**src/rtl/combiner_pkg.sv**
```systemverilog
package combiner_pkg;
  localparam int unsigned LANES_DEF = 16;
  localparam int unsigned RES_W_DEF = 10;
  localparam int unsigned OUT_W_DEF = 16;
endpackage

```
**src/rtl/cmb_lane_ptr.sv**
```systemverilog
module cmb_lane_ptr #(
  parameter int unsigned LANES = 16,
  localparam int unsigned SEL_W = (LANES > 1) ? $clog2(LANES) : 1
) (
  input  logic             clk,
  input  logic             rst,
  output logic [SEL_W-1:0] ptr
);
  localparam logic [SEL_W-1:0] LAST = SEL_W'(LANES - 1);

  always_ff @(posedge clk) begin
    if (rst)              ptr <= '0;
    else if (ptr == LAST) ptr <= '0;
    else                  ptr <= ptr + 1'b1;
  end

  // step by one each clock, wrap at the last lane
  a_r2_ptr_step: assert property (@(posedge clk) disable iff (rst)
    (ptr != LAST) |=> (ptr == $past(ptr) + 1'b1));
  a_r2_ptr_wrap: assert property (@(posedge clk) disable iff (rst)
    (ptr == LAST) |=> (ptr == '0));
endmodule

```
**src/rtl/cmb_slot_track.sv**
```systemverilog
module cmb_slot_track #(
  parameter int unsigned LANES = 16,
  localparam int unsigned SEL_W = (LANES > 1) ? $clog2(LANES) : 1
) (
  input  logic             clk,
  input  logic             rst,
  input  logic [SEL_W-1:0] ptr,
  input  logic             stb,
  output logic             pend_sel
);
  logic [LANES-1:0] pend;

  genvar k;
  generate
    for (k = 0; k < LANES; k++) begin : g_slot
      always_ff @(posedge clk) begin
        if (rst)                     pend[k] <= 1'b0;
        else if (ptr == SEL_W'(k))   pend[k] <= stb;
      end
    end
  endgenerate

  assign pend_sel = pend[ptr];

  // no slot is marked as pending straight out of reset
  a_r8_clear_after_reset: assert property (@(posedge clk) disable iff (rst)
    $past(rst) |-> (pend == '0));
endmodule

```
**src/rtl/cmb_lane_sel.sv**
```systemverilog
module cmb_lane_sel #(
  parameter int unsigned LANES = 16,
  parameter int unsigned RES_W = 10,
  localparam int unsigned SEL_W = (LANES > 1) ? $clog2(LANES) : 1
) (
  input  logic [SEL_W-1:0]       ptr,
  input  logic [LANES-1:0]       done,
  input  logic [LANES*RES_W-1:0] res_bus,
  input  logic [LANES-1:0]       ovr,
  output logic [RES_W-1:0]       sel_res,
  output logic                   sel_done,
  output logic                   sel_ovr
);
  logic [RES_W-1:0] res_arr [LANES];

  genvar k;
  generate
    for (k = 0; k < LANES; k++) begin : g_unpack
      assign res_arr[k] = res_bus[k*RES_W +: RES_W];
    end
  endgenerate

  assign sel_res  = res_arr[ptr];
  assign sel_done = done[ptr];
  assign sel_ovr  = ovr[ptr];
endmodule

```
**src/rtl/lane_combiner.sv**
```systemverilog
module lane_combiner
  import combiner_pkg::*;
#(
  parameter int unsigned LANES = LANES_DEF,
  parameter int unsigned RES_W = RES_W_DEF,
  parameter int unsigned OUT_W = OUT_W_DEF
) (
  input  logic                   clk,
  input  logic                   rst,
  input  logic                   smp_stb,
  input  logic [LANES-1:0]       lane_done,
  input  logic [LANES*RES_W-1:0] lane_res,
  input  logic [LANES-1:0]       lane_ovr,
  output logic [OUT_W-1:0]       smp_out,
  output logic                   smp_vld,
  output logic                   smp_ovr
);
  localparam int unsigned SEL_W = (LANES > 1) ? $clog2(LANES) : 1;
  localparam int unsigned PAD_W = OUT_W - RES_W;

  logic [SEL_W-1:0] ptr;
  logic             pend_sel;
  logic [RES_W-1:0] sel_res;
  logic             sel_done;
  logic             sel_ovr;
  logic             take;

  cmb_lane_ptr #(.LANES(LANES)) u_ptr (
    .clk(clk), .rst(rst), .ptr(ptr)
  );

  cmb_slot_track #(.LANES(LANES)) u_track (
    .clk(clk), .rst(rst), .ptr(ptr), .stb(smp_stb), .pend_sel(pend_sel)
  );

  cmb_lane_sel #(.LANES(LANES), .RES_W(RES_W)) u_sel (
    .ptr(ptr), .done(lane_done), .res_bus(lane_res), .ovr(lane_ovr),
    .sel_res(sel_res), .sel_done(sel_done), .sel_ovr(sel_ovr)
  );

  assign take = pend_sel & sel_done;

  always_ff @(posedge clk) begin
    if (rst) begin
      smp_out <= '0;
      smp_vld <= 1'b0;
      smp_ovr <= 1'b0;
    end else begin
      smp_vld <= take;
      smp_ovr <= take & sel_ovr;
      smp_out <= take ? {sel_res, {PAD_W{1'b0}}} : '0;
    end
  end

  // a pending slot with its lane done yields a valid word next cycle
  a_r3_due_valid: assert property (@(posedge clk) disable iff (rst)
    (pend_sel && sel_done) |=> smp_vld);
  // an unsampled slot gives no output
  a_r4_idle_slot: assert property (@(posedge clk) disable iff (rst)
    !pend_sel |=> (!smp_vld && smp_out == '0));
  // low pad bits stay zero
  a_r5_low_pad: assert property (@(posedge clk) disable iff (rst)
    smp_out[PAD_W-1:0] == '0);
  // overrange never appears without a valid word
  a_r6_ovr_with_vld: assert property (@(posedge clk) disable iff (rst)
    smp_ovr |-> smp_vld);
  // a lane not done blocks the word
  a_r7_not_done: assert property (@(posedge clk) disable iff (rst)
    !sel_done |=> !smp_vld);
endmodule

```
**config.mk**
```make
export PLATFORM = sky130hd
export DESIGN_NAME = lane_combiner
export DESIGN_NICKNAME = d
export VERILOG_FILES = /design/src/rtl/combiner_pkg.sv /design/src/rtl/cmb_lane_ptr.sv /design/src/rtl/cmb_slot_track.sv /design/src/rtl/cmb_lane_sel.sv /design/src/rtl/lane_combiner.sv
export SDC_FILE = /design/constraint.sdc
export NUM_CORES = 1
export LEC_CHECK = 0
export CAP_MARGIN = 20
export CORE_UTILIZATION = 33
export CTS_BUF_LIST = sky130_fd_sc_hd__clkbuf_4
export CTS_CLUSTER_SIZE = 24
export DETAILED_ROUTE_END_ITERATION = 6
export PLACE_DENSITY = 0.79
export SETUP_SLACK_MARGIN = 0.2
export SYNTH_ARGS = -nofsm -noshare
export SYNTH_HDL_FRONTEND = slang
export SYNTH_SLANG_ARGS = --single-unit
```
**constraint.sdc**
```tcl
create_clock -name clk -period 2.1 [get_ports clk]
set_clock_uncertainty 0.2 [all_clocks]
set_input_delay 0.21 -clock clk [delete_from_list [all_inputs] [get_ports clk]]
set_output_delay 0.21 -clock clk [all_outputs]
set_load 0.01 [all_outputs]
```
# Word-level counts from Yosys, hierarchy flattened
# Cells that the tools add are included.
# Widths: inputs -> output; s select.
[totals] regBits=38 input_bits=195 out_inout_bits=18 wordCells=55
[classes] add_sub_neg=1 magnitude_cmp=2 n_eq_ne=15 n_mux=9 bitwise_logic=4 reduce_logical=3
[ops] op="$bmux 10 s4" count=1
[ops] op="$eq 4x4->1 const B" count=8
[ops] op="$mux 10" count=2
[ops] op="$eq 4x3->1 const B" count=4
[ops] op="$bmux 1 s4" count=3
[ops] op="$eq 4x2->1 const B" count=2
[ops] op="$ge 5x5->1 const B" count=1
[ops] op="$lt 4x5->1 const B" count=1
[ops] op="$not 4->5" count=1
[ops] op="$add 4x1->4 const B" count=1
[ops] op="$eq 4x1->1 const B" count=1
[ops] op="$logic_not 4->1" count=1
[ops] op="$reduce_or 2->1" count=2
[ops] op="$mux 1" count=3
[ops] op="$and 1x1->1" count=2
[ops] op="$not 1->1" count=1

# Logic depth before layout (Yosys ltp)
[depth] depth_word=5 mapped_depth=7 depth_no_buf=5

# Modules after synthesis
# From an unflattened synthesis, not the netlist that was laid out.
[unflattened] hier_cells=237 hier_area_um2=3039.2
[modules_own_cells] mod="cmb_lane_sel" instances=1 cells_per_inst=102 area_per_inst_um2=1483.9 seq_area_each_um2=0.0
[modules_own_cells] mod="cmb_slot_track" instances=1 cells_per_inst=86 area_per_inst_um2=954.7 seq_area_each_um2=320.3
[modules_own_cells] mod="lane_combiner" instances=1 cells_per_inst=34 area_per_inst_um2=434.2 seq_area_each_um2=240.2
[modules_own_cells] mod="cmb_lane_ptr" instances=1 cells_per_inst=15 area_per_inst_um2=166.4 seq_area_each_um2=80.1

# Worst setup path after synthesis
# OpenSTA, ideal clock, no wires.
[synth_timing] path_kind="reg2reg" startpoint="register u_ptr.ptr[0]" endpoint="register smp_out[13]" setup_time_ps=125 t_arrival_ps=1747 required_ps=1775 slack_ps=28 stages_incl_launch_ff=7 path_buffers=2 period_less_slack_ps=2072 path_cell_list="dfxtp_1 buf_6 buf_6 mux4_1 mux4_2 clkinv_1 a211oi_2"
[synth_between] elab_chain_cells=5 word_cells_on_any_way=11 cone_classes="mux: 7; bitwise: 3; reduce/logical: 1"
[synth_lines] element="from (decl)" line="cmb_lane_ptr.sv:7" rtl="output logic [SEL_W-1:0] ptr"
[synth_lines] element="from (signal assigned)" line="cmb_lane_ptr.sv:14" rtl="else ptr <= ptr + 1'b1;"
[synth_lines] element="$bmux 1 s4 (on tied branches)" line="cmb_slot_track.sv:23, cmb_lane_sel.sv:24"
[synth_lines] element="$mux 1 (on tied branches)" line="cmb_slot_track.sv:23, cmb_lane_sel.sv:24"
[synth_lines] element="$and 1x1->1" line="lane_combiner.sv:41" rtl="assign take = pend_sel & sel_done;"
[synth_lines] element="$not 1->1 (no line)"
[synth_lines] element="$reduce_or 2->1 (no line)"
[synth_lines] element="to (signal assigned)" line="lane_combiner.sv:51" rtl="smp_out <= take ? {sel_res, {PAD_W{1'b0}}} : '0;"
[synth_lines] element="to (decl)" line="lane_combiner.sv:14" rtl="output logic [OUT_W-1:0] smp_out,"
# Parallel ways exist; a longest one is shown, timed or not. The select of a mux whose other input is x is not followed.
# A chain may end at the register's enable or synchronous reset.

# Worst setup path in the final report
[layout_timing] startpoint="register u_ptr.ptr[0]" endpoint="register smp_out[12]"
# Same word-level chain as after synthesis.

==> flow_metrics.env <==
export IMPL_clock_sinks=32
export IMPL_end_kind="flop"
export IMPL_grt_pass1_wl_um=18500
export IMPL_fp_dieH_um=98.2
export IMPL_startpoint_type="flop"
export IMPL_rsz0062_at_grt="yes"
export IMPL_setup_worst_path_class="reg2reg"
export IMPL_areaGrowthSynthToFinish_pct=75.7
export IMPL_worstHoldStart="u_track.pend[8]"
export IMPL_drc=9
export IMPL_worstPathArrival_ns=2.13
export IMPL_die_area_sq_mm=0.00965
export IMPL_worst_path_buf_inv=2
export IMPL_synth_area_per_cell_sq_um=12.2
export IMPL_cp_cell_sequence="buf_12 > mux4_2 > mux4_2 > clkinv_1 > a211oi_2"
export IMPL_nets=659
export IMPL_viasPerCell=5.38
export IMPL_peakVddDrop_v=0.000267
export IMPL_slew_viol_final=0
export IMPL_setup_viol=0
export IMPL_cts_buffer_depth=2
export IMPL_die_w_um=98.2
export IMPL_min_to="u_track.pend[8]"
export IMPL_ioPinCount=213
export IMPL_critPathMaxFanout=14
export IMPL_start_util_pct=34.5
export IMPL_cts_root_buf="clkbuf_4"
export IMPL_synth_cell_types=30
export IMPL_yosysWarnings=0
export IMPL_ys_ff_latch=32
export IMPL_whs_path_depth=2
export IMPL_final_util_pct=60.7
export IMPL_netlist_area_sq_mm=0.00306
export IMPL_syn_inst=250
export IMPL_outcome="finished with violations"
export IMPL_slew_limit_headroom_pct=60.0
export IMPL_numCtsBuffers=5
export IMPL_drive_gt1_share_pct=23.0
export IMPL_ys_seq_area_share_pct=21.0
export IMPL_finalInstanceArea_sq_mm=0.00537
export IMPL_max_freq_mhz=481
export IMPL_crit_top_cell="mux4_2"
export IMPL_critPathTopFamily="multiplexers"
export IMPL_n_antenna_cell=0
export IMPL_setup_tns_ns=0
export IMPL_drt_iter0_markers=150
export IMPL_reg2reg_depth=5
export IMPL_grt_overflow=0
export IMPL_grt_util_all_layers_pct=25.7
export IMPL_slowest_delay_ns=0.55
export IMPL_dpl_cell_area_sq_mm=0.00517
export IMPL_hold_viol_final=0
export IMPL_grt_pass1_vias=3389
export IMPL_post_drt_wl_per_cell_um=21.0
export IMPL_rrSetupSlack_ns=0.02
export IMPL_power_per_cell_area_mw_per_mm2=405
export IMPL_holdWs_ns=0.259
export IMPL_drt_wl_total_um=11900
export IMPL_clk_latency_ns=0.35
export IMPL_worst_pin_slew_ns=0.598
export IMPL_layout_setup_ws_ns=0.0195
export IMPL_cts_max_level=2
export IMPL_required_ns=2.15
export IMPL_finalCriticalPeriod_ns=2.08
export IMPL_grt_max_degree=40
export IMPL_ant_nets=0
export IMPL_drtPass1Iterations=7
export IMPL_vias=3059
export IMPL_r2r_end="smp_out[12]"
export IMPL_path_clk_slew_ns=0.11
export IMPL_reg2reg_from="u_ptr.ptr[0]"
export IMPL_cpMaxStageDelayCell="mux4_2"
export IMPL_drv_cap=0
export IMPL_finalCritPeriodShare_pct=99.1
export IMPL_port_buffers=206
export IMPL_place_congestion=0.911
export IMPL_antenna_found_initial=0
export IMPL_fp_row_count=34
export IMPL_power_leakage_nw=1.85
export IMPL_pre_cts_ws_ns=-0.0209
export IMPL_core_area_sq_mm=0.00885
export IMPL_violations="DRC"
export IMPL_dp_hpwl_um=9860
export IMPL_hp_class="reg2reg"
export IMPL_fill_cells=724
export IMPL_cts_tree="done"
==> through the flow <==
stage,std cells,total power [mW]
after floorplan,255,1.17
after global placement,554,1.65
after detailed placement,554,1.67
after CTS,567,2.15
after global routing,569,2.28
final,569,2.17
==> timing repair <==
| item | CTS | global route |
|---|---|---|
| buffers inserted | 4 | 1 |
| resized for setup | 2 | 13 |
| setup endpoints to repair | 12 | 17 |
| pin swaps | 2 | 1 |
| gates cloned | 1 | 1 |
| hold buffers | 0 | 0 |
==> report_power, final <==
group          total [mW]  internal, mW  switching, mW
Sequential          0.652         0.630         0.0226
Combinational        1.06         0.711          0.345
Clock               0.465         0.243          0.222
==> cell usage after synthesis (all sizes together) <==
master	number	area, sq um
xnor2	1	8.76
o21ai	1	5.00
nand2	27	101
clkbuf	9	37.5
inv	2	7.51
dfxtp	32	641
mux2i	12	120
mux4	59	1430
nand3	19	100
and3	1	6.26
a21oi	14	70.1
conb	1	3.75
a22oi	4	30.0
buf	23	194
clkinv	11	41.3
a211oi	12	120
ha	4	50.1
and2	4	25.0
nand2b	1	6.26
nor2b	4	25.0
nor2	8	30.0
a31oi	1	6.26
==> how the worst max path moves through the flow <==
stage,startpoint,to,slack (ns),depth (start not counted)
after CTS,u_ptr.ptr[0],smp_out[12],0.01,5
after floorplan,u_ptr.ptr[0],smp_out[10],0.1,6
after global placement,lane_done[9],smp_out[14],0.03,6
after detailed placement,lane_done[9],smp_out[6],-0.02,6
after global routing,u_ptr.ptr[0],smp_out[12],-0.05,5
final,u_ptr.ptr[0],smp_out[12],0.02,5
==> metal layers <==
| metal | wire length (um) | GRT usage, % | part of all wire (%) |
|---|---|---|---|
| met1 | 4480 | 31.0 | 38 |
| met2 | 6190 | 45.8 | 52 |
| met3 | 1060 | 6.59 | 8.9 |
| met4 | 195 | 6.20 | 1.6 |
| met5 | 0 | 0 | 0 |
==> tightest hold or removal path: cells and delay by family, from the launching register on <==
| family | cells | cell delay, ns |
|---|---|---|
| DFF | 1 | 0.32 |
| AOI/OAI and AO/OA | 1 | 0.05 |
| and+or+nand+nor | 1 | 0.05 |
==> area by class of cell <==
type	instances	area [sq um]	share of cell area [%]
sequential	32	647	12.0
multi-input combinational	178	2090	39.0
clock inverter	3	37.5	0.699
tap	108	135	2.52
inverter	13	48.8	0.909
timing repair buffer	230	2370	44.2
clock buffer	5	37.5	0.699
==> logic make-up (layout without fill, tap and decap cells) <==
group                    Yosys count  count (layout)  share of synthesized area (%)
flip-flops                        32              32                           21.0
AND/OR/NAND/NOR                   64              64                           9.62
buffers and inverters             45             251                           9.17
XOR/XNOR                           1               1                          0.287
other                              1               6                          0.123
adder cells (fa/ha/maj)            4               4                           1.64
multiplexers                      71              71                           50.6
AO/OA/AOI/OAI                     32              32                           7.58
==> flip-flops by register name, indices dropped and copies added, names as in the netlist <==
name          cells
u_track.pend     16
smp_out          10
u_ptr.ptr         4
smp_ovr           1
smp_vld           1
==> layout by cell type (no fill, tap or decap) <==
master / n
clkinv_1: 11
dfxtp_4: 1
ha_2: 2
buf_12: 7
clkbuf_4: 5
mux4_1: 1
nand2_1: 27
dfxtp_2: 2
nand3_4: 1
conb_1: 6
ha_1: 2
a31oi_1: 1
a211oi_1: 5
a21oi_1: 14
a22oi_1: 2
nor2b_1: 4
nand2b_1: 1
clkdlybuf4s50_1: 206
xnor2_1: 1
inv_2: 2
buf_16: 1
buf_6: 1
mux4_2: 58
a211oi_2: 7
and2_1: 4
nand3_1: 18
clkbuf_16: 1
buf_4: 14
o21ai_0: 1
bufinv_16: 1
mux2i_1: 12
nor2_1: 8
and3_4: 1
dfxtp_1: 29
inv_1: 2
a22oi_2: 2
Note: power is estimated with default switching activity, not from simulation.
